## config.mk

```make
export PLATFORM = sky130hd
export DESIGN_NAME = fwd_unit
export DESIGN_NICKNAME = d
export VERILOG_FILES = /design/src/rtl/fwd_pkg.sv /design/src/rtl/fwd_control.sv /design/src/rtl/fwd_datapath.sv /design/src/rtl/fwd_unit.sv
export SDC_FILE = /design/constraint.sdc
export NUM_CORES = 1
export LEC_CHECK = 0
export BUFFER_PORTS_ARGS = -buffer_cell sky130_fd_sc_hd__buf_2
export CORE_AREA = 4 4 122 124
export DETAILED_ROUTE_END_ITERATION = 10
export DIE_AREA = 0 0 126 128
export GPL_ROUTABILITY_DRIVEN = 0
export GPL_TIMING_DRIVEN = 0
export PLACE_DENSITY_LB_ADDON = 0.05
export SYNTH_ARGS = -nofsm -noshare
export SYNTH_HDL_FRONTEND = slang
export SYNTH_SLANG_ARGS = --single-unit
```

## constraint.sdc

```tcl
create_clock -name vclk -period 5.4
set_input_delay 0.54 -clock vclk [all_inputs]
set_output_delay 0.54 -clock vclk [all_outputs]
set_load 0.03 [all_outputs]
```

## src/rtl/fwd_pkg.sv

```systemverilog
package fwd_pkg;

  typedef enum logic [1:0] {
    SEL_REGFILE = 2'd0,
    SEL_WB      = 2'd1,
    SEL_MEM     = 2'd2
  } fwdSel_t;

  typedef struct packed {
    fwdSel_t selA;
    fwdSel_t selB;
    logic    storeFwd;
  } fwdCtl_t;

endpackage

```

## src/rtl/fwd_control.sv

```systemverilog
module fwd_control
  import fwd_pkg::*;
#(
  parameter int REG_W = 5
) (
  input  logic [REG_W-1:0] exRs,
  input  logic [REG_W-1:0] exRt,
  input  logic             memRegWrite,
  input  logic [REG_W-1:0] memDest,
  input  logic             memIsStore,
  input  logic [REG_W-1:0] memStoreSrc,
  input  logic             wbRegWrite,
  input  logic [REG_W-1:0] wbDest,
  input  logic             wbIsLoad,
  output fwdCtl_t          ctl
);

  localparam int NUM_SRC = 2;
  localparam logic [REG_W-1:0] ZERO_REG = '0;

  logic [REG_W-1:0] srcReg [NUM_SRC];
  fwdSel_t          srcSel [NUM_SRC];

  assign srcReg[0] = exRs;
  assign srcReg[1] = exRt;

  for (genvar g = 0; g < NUM_SRC; g++) begin : g_src
    logic hitMem;
    logic hitWb;
    assign hitMem = memRegWrite && (memDest == srcReg[g]) && (srcReg[g] != ZERO_REG);
    assign hitWb  = wbRegWrite  && (wbDest  == srcReg[g]) && (srcReg[g] != ZERO_REG);
    always_comb begin
      if (hitMem)     srcSel[g] = SEL_MEM;
      else if (hitWb) srcSel[g] = SEL_WB;
      else            srcSel[g] = SEL_REGFILE;
    end
  end

  logic storeHit;
  assign storeHit = memIsStore && wbRegWrite && wbIsLoad &&
                    (memStoreSrc != ZERO_REG) && (memStoreSrc == wbDest);

  always_comb begin
    ctl.selA     = srcSel[0];
    ctl.selB     = srcSel[1];
    ctl.storeFwd = storeHit;
  end

endmodule

```

## src/rtl/fwd_datapath.sv

```systemverilog
module fwd_datapath
  import fwd_pkg::*;
#(
  parameter int DATA_W = 32
) (
  input  fwdCtl_t          ctl,
  input  logic [DATA_W-1:0] rfDataA,
  input  logic [DATA_W-1:0] rfDataB,
  input  logic [DATA_W-1:0] memAluResult,
  input  logic             wbIsLoad,
  input  logic [DATA_W-1:0] wbAluResult,
  input  logic [DATA_W-1:0] wbLoadData,
  input  logic [DATA_W-1:0] memStoreData,
  output logic [DATA_W-1:0] opA,
  output logic [DATA_W-1:0] opB,
  output logic [DATA_W-1:0] storeData
);

  localparam int NUM_SRC = 2;

  logic [DATA_W-1:0] wbValue;
  logic [DATA_W-1:0] rfIn  [NUM_SRC];
  logic [DATA_W-1:0] opOut [NUM_SRC];
  fwdSel_t           sel   [NUM_SRC];

  assign wbValue = wbIsLoad ? wbLoadData : wbAluResult;

  assign rfIn[0] = rfDataA;
  assign rfIn[1] = rfDataB;
  assign sel[0]  = ctl.selA;
  assign sel[1]  = ctl.selB;

  for (genvar g = 0; g < NUM_SRC; g++) begin : g_mux
    always_comb begin
      unique case (sel[g])
        SEL_MEM: opOut[g] = memAluResult;
        SEL_WB:  opOut[g] = wbValue;
        default: opOut[g] = rfIn[g];
      endcase
    end
  end

  assign opA       = opOut[0];
  assign opB       = opOut[1];
  assign storeData = ctl.storeFwd ? wbLoadData : memStoreData;

endmodule

```

## src/rtl/fwd_unit.sv

```systemverilog
module fwd_unit
  import fwd_pkg::*;
#(
  parameter int REG_W  = 5,
  parameter int DATA_W = 32
) (
  input  logic [REG_W-1:0]  exRs,
  input  logic [REG_W-1:0]  exRt,
  input  logic [DATA_W-1:0] rfDataA,
  input  logic [DATA_W-1:0] rfDataB,
  input  logic              memRegWrite,
  input  logic [REG_W-1:0]  memDest,
  input  logic [DATA_W-1:0] memAluResult,
  input  logic              memIsStore,
  input  logic [REG_W-1:0]  memStoreSrc,
  input  logic [DATA_W-1:0] memStoreData,
  input  logic              wbRegWrite,
  input  logic [REG_W-1:0]  wbDest,
  input  logic              wbIsLoad,
  input  logic [DATA_W-1:0] wbAluResult,
  input  logic [DATA_W-1:0] wbLoadData,
  output logic [DATA_W-1:0] opA,
  output logic [DATA_W-1:0] opB,
  output logic [DATA_W-1:0] storeData,
  output logic [1:0]        selA,
  output logic [1:0]        selB,
  output logic              storeSel
);

  fwdCtl_t ctl;

  fwd_control #(.REG_W(REG_W)) i_control (
    .exRs(exRs), .exRt(exRt),
    .memRegWrite(memRegWrite), .memDest(memDest),
    .memIsStore(memIsStore), .memStoreSrc(memStoreSrc),
    .wbRegWrite(wbRegWrite), .wbDest(wbDest), .wbIsLoad(wbIsLoad),
    .ctl(ctl)
  );

  fwd_datapath #(.DATA_W(DATA_W)) i_datapath (
    .ctl(ctl),
    .rfDataA(rfDataA), .rfDataB(rfDataB),
    .memAluResult(memAluResult),
    .wbIsLoad(wbIsLoad), .wbAluResult(wbAluResult), .wbLoadData(wbLoadData),
    .memStoreData(memStoreData),
    .opA(opA), .opB(opB), .storeData(storeData)
  );

  assign selA     = ctl.selA;
  assign selB     = ctl.selB;
  assign storeSel = ctl.storeFwd;

endmodule

```

==> Yosys cells after proc, flatten, opt, wreduce, memory -nomap -nowiden <==
Index checks and enable logic that the tools add are counted.
Widths: inputs -> output; s select.
{ "op_classes": {"n_mux": 8, "n_reduce_logical": 15, "eq_ne": 9} }
{ "op_table": {"columns": ["operator", "count"], "rows": [
  ["$pmux 32 s2", 2],
  ["$mux 32", 2],
  ["$eq 5x5->1", 5],
  ["$reduce_bool 5->1", 3],
  ["$logic_and 1x1->1", 12],
  ["$eq 2x1->1 const B", 2],
  ["$eq 2x2->1 const B", 2],
  ["$mux 2", 2],
  ["$mux 1", 2]
]} }
{ "word_totals": {"wordCells": 32, "output_inout_bits": 101, "ff_bits": 0, "inputBits": 221} }

==> Longest topological paths before layout <==
{ "logic_depth": {"ltp_word": 7, "mapped_depth": 6, "ltp_nobuf": 4} }

==> Hierarchy <==
Synthesis repeated with hierarchy kept, for this count alone.
{ "unflattened": {"cells_unflattened": 349, "area_unflattened_um2": 2573.7} }
{ "modules_own_cells": {"columns": ["module", "n_inst", "area_each_um2", "seq_area_each_um2", "cells_per_inst"], "rows": [
  ["fwd_datapath", 1, 2203.4, 0.0, 300],
  ["fwd_control", 1, 370.4, 0.0, 49]
]} }

==> Worst setup path after synthesis <==
No wires, ideal clock.
{ "synth_path": {"path_kind": "input-to-output", "startpoint": "in exRs[1]", "endpoint": "out opA[10]", "stages": 6, "path_buffers": 2, "arrival_time_ps": 2556, "required_time_ps": 4860, "setup_slack_ps": 2304, "path_cell_list": "or4_4 -> o211a_1 -> and2_1 -> buf_6 -> buf_6 -> o31ai_1"} }
{ "synth_between": {"elab_chain_len": 7, "word_cells_on_any_way": 12, "cone_classes": "eq/ne (4); mux (3); reduce/logical (5)"} }
{ "synth_rtl": {"columns": ["item", "line", "source"], "rows": [
  ["start: declaration", "fwd_unit.sv:7", "input logic [REG_W-1:0] exRs,"],
  ["$eq 5x5->1", "fwd_control.sv:31", "assign hitWb = wbRegWrite && (wbDest == srcReg[g]) && (srcReg[g] != ZERO_REG);"],
  ["$logic_and 1x1->1 (2 in a row)", "fwd_control.sv:31", null],
  ["$mux 1", "fwd_control.sv:34", "else if (hitWb) srcSel[g] = SEL_WB;"],
  ["$mux 2 (*)", "fwd_control.sv:33", "if (hitMem) srcSel[g] = SEL_MEM;"],
  ["$eq 2x1->1 / $eq 2x2->1 (equally long branches)", "fwd_datapath.sv:35", "unique case (sel[g])"],
  ["$pmux 32 s2 (*)", "fwd_datapath.sv:35", null],
  ["end: declaration", "fwd_unit.sv:22", "output logic [DATA_W-1:0] opA,"]
]} }
Every way passes the cells marked *; elsewhere a longest branch is shown, timed or not.

==> Worst setup path in the final report <==
{ "layout_path": {"startpoint": "in exRs[1]", "endpoint": "out opA[18]"} }
Same word-level chain as after synthesis.

==> run metrics <==
CP peak stage delay=0.57 ns; Storage cell area=0 um2; Fin. Hold Viols=0; syn avg cell area=6.90 um2; Tightest Hold Check Type=in2out; pwr/cell area=99.1 mW/mm2; post-synth top area share=24.5%; Syn Inst Count=426; synthesized area=0.00294 mm2; Setup CP Type=in2out; DIE WIDTH=126 um; Comb pwr share=100.0%; antenna viol nets, final=0; static leakage=2.12 nW; via count=4813; Crit path required time=4.86 ns; max-slew violations=0; commonest non-fill, non-tap cells in the layout=buf_2, nor3_1, a21oi_1, mux2_2, nand3_1; unique cell type count in the Yosys netlist=25; total of max-cap violations=0; Setup TNS=0 ns; DIE HEIGHT=128 um; ant diodes=0; cells resized by post-CTS repair=0; share of post-route cells with drive strength above 1=56.9%; layout filler cell count=1578; area leader, netlist=mux2_2; status=finished, final reports clean; Hold Path Depth=3; initial DRC count=254; CP Max Fanout=10; RSZ-0062 raised after global routing=false; Hold Startpoint=memStoreData[18]; Seq Cell Count=0; first-pass GRT wire length=28200 um; Placed Cells=927; residual DRC count=0; number of vias per cell=5.19; commonest non-fill, non-tap cell in the layout=buf_2; # nets final=970; WL final=19000 um; Switching Share=63.5%; GRT Overall Usage=21.6%; Fmax=290 MHz; slew margin rel.=20.9%; CP endpoint kind=output pin; hold buffers post-CTS=0; Core ar.=0.0138 mm2; Slew @ Worst Pin=1.18 ns; endpoints failing setup=0; grt ovf=0; full die area=0.0161 mm2; startpoint type of the worst setup path=primary input; Synth area leaders=mux2_2, o31ai_1, nor3_1; crit path DAT=2.90 ns; fin area=0.00478 mm2; maximum VDD drop=41.3 uV; sequential share of the synthesized area=0%; IO Pins=322; Post-Place Worst Slack=1.84 ns; register share of total power=0%; cells along the critical path=buf_2 > or4_4 > o211ai_1 > clkbuf_1 > nor3_1 > o31ai_1 > buf_2; Area Growth Syn to Fin=62.5%; CP bufs+invs=3; Cell Count, Final, Fillers Out=927; syn nets=647; final worst path period share=63.8%; clock network power share=0%; row count=43; warnings from Yosys=0; DP Wirelength=15700 um; Final Critical Period=3.44 ns; CP max stage cell=o211ai_1; vias in the first global route=5084; Initial Utilization=21.3%; DR WL/cell=20.5 um; largest net degree at the start of global routing=11; internal power=0.173 mW; hold endpoint=storeData[18]; Psw=0.301 mW; crit-path most repeated cell=buf_2; Area after DPL=0.00477 mm2; final setup margin=1.96 ns; Clock buffer cells=0; I/O Buffers=321; final core utilization=34.7%; delay-heaviest family, CP=buffers and inverters; setup bufs post-CTS=0; Crit. Startpoint=exRs[1]; Pre-Repair DR Iteration Count=5; initial antenna violation count=0
[power by group through the flow]
| stage | Clock, mW | Combinational, mW | Sequential [mW] |
|---|---|---|---|
| 4_1_cts | 0 | 0.476 | 0 |
| 3_5_place_dp | 0 | 0.474 | 0 |
| 3_3_place_gp | 0 | 0.471 | 0 |
| 2_1_floorplan | 0 | 0.271 | 0 |
| 6_report | 0 | 0.473 | 0 |
| 5_1_grt | 0 | 0.507 | 0 |
[final cells by class]
class                           instances  area (um2)  area share, %
Timing Repair Buffer                  321        1610           33.6
Buffer                                 55         283           5.92
Tap cell                              180         225           4.71
Inverter                                4        15.0          0.314
Multi-Input combinational cell        367        2650           55.4
[metal layers]
layer	share of wire [%]	up-vias	track usage [%]
met5	0	-	0
met4	1.3	0	2.84
met1	41	2231	26.6
met3	7.0	19	3.21
met2	50	251	40.7
li1	-	2312	-
[through the flow]
stage	power (mW)	hold WS [ns]
6_report	0.473	1.46
3_5_place_dp	0.474	1.46
2_1_floorplan	0.271	1.28
4_1_cts	0.476	1.46
5_1_grt	0.507	1.47
3_3_place_gp	0.471	1.46
[cell families (layout without fill, tap and decap cells)]
group	after synthesis	count (layout)	synth area share [%]
buf+inv	59	380	10.1
xor+xnor	22	22	6.55
simple gates	144	144	25.4
compound gates	137	137	33.4
mux	64	64	24.5
[how the worst max path moves through the flow]
stage               to  slack (ns)  cells past startpoint
4_1_cts        opA[18]        1.83                      7
2_1_floorplan  opA[10]        2.30                      6
6_report       opA[18]        1.96                      7
3_5_place_dp   opA[18]        1.84                      7
5_1_grt        opA[18]        1.78                      7
3_3_place_gp   opA[13]        1.84                      7
[Yosys cell counts]
library cell and instances:
clkbuf_1 38, nor3_1 66, xor2_1 10, o211a_1 4
inv_1 4, xnor2_1 12, and2_1 2, nand4_1 2
buf_2 7, and4_1 2, and3_1 1, o221a_2 1
buf_6 8, or4_4 2, a222oi_1 1, mux2_2 64
nor4_1 3, o31ai_1 45, o211ai_1 2, buf_4 2
nand3_1 64, nor2_1 2, o31ai_2 19, a21oi_1 64
o2111ai_1 1
[worst min-delay path, stage by stage]
cell    delay (ns)
buf_2         0.07
mux2_2        0.12
buf_2         0.18
No activity file was read; power rests on OpenSTA's default activity.
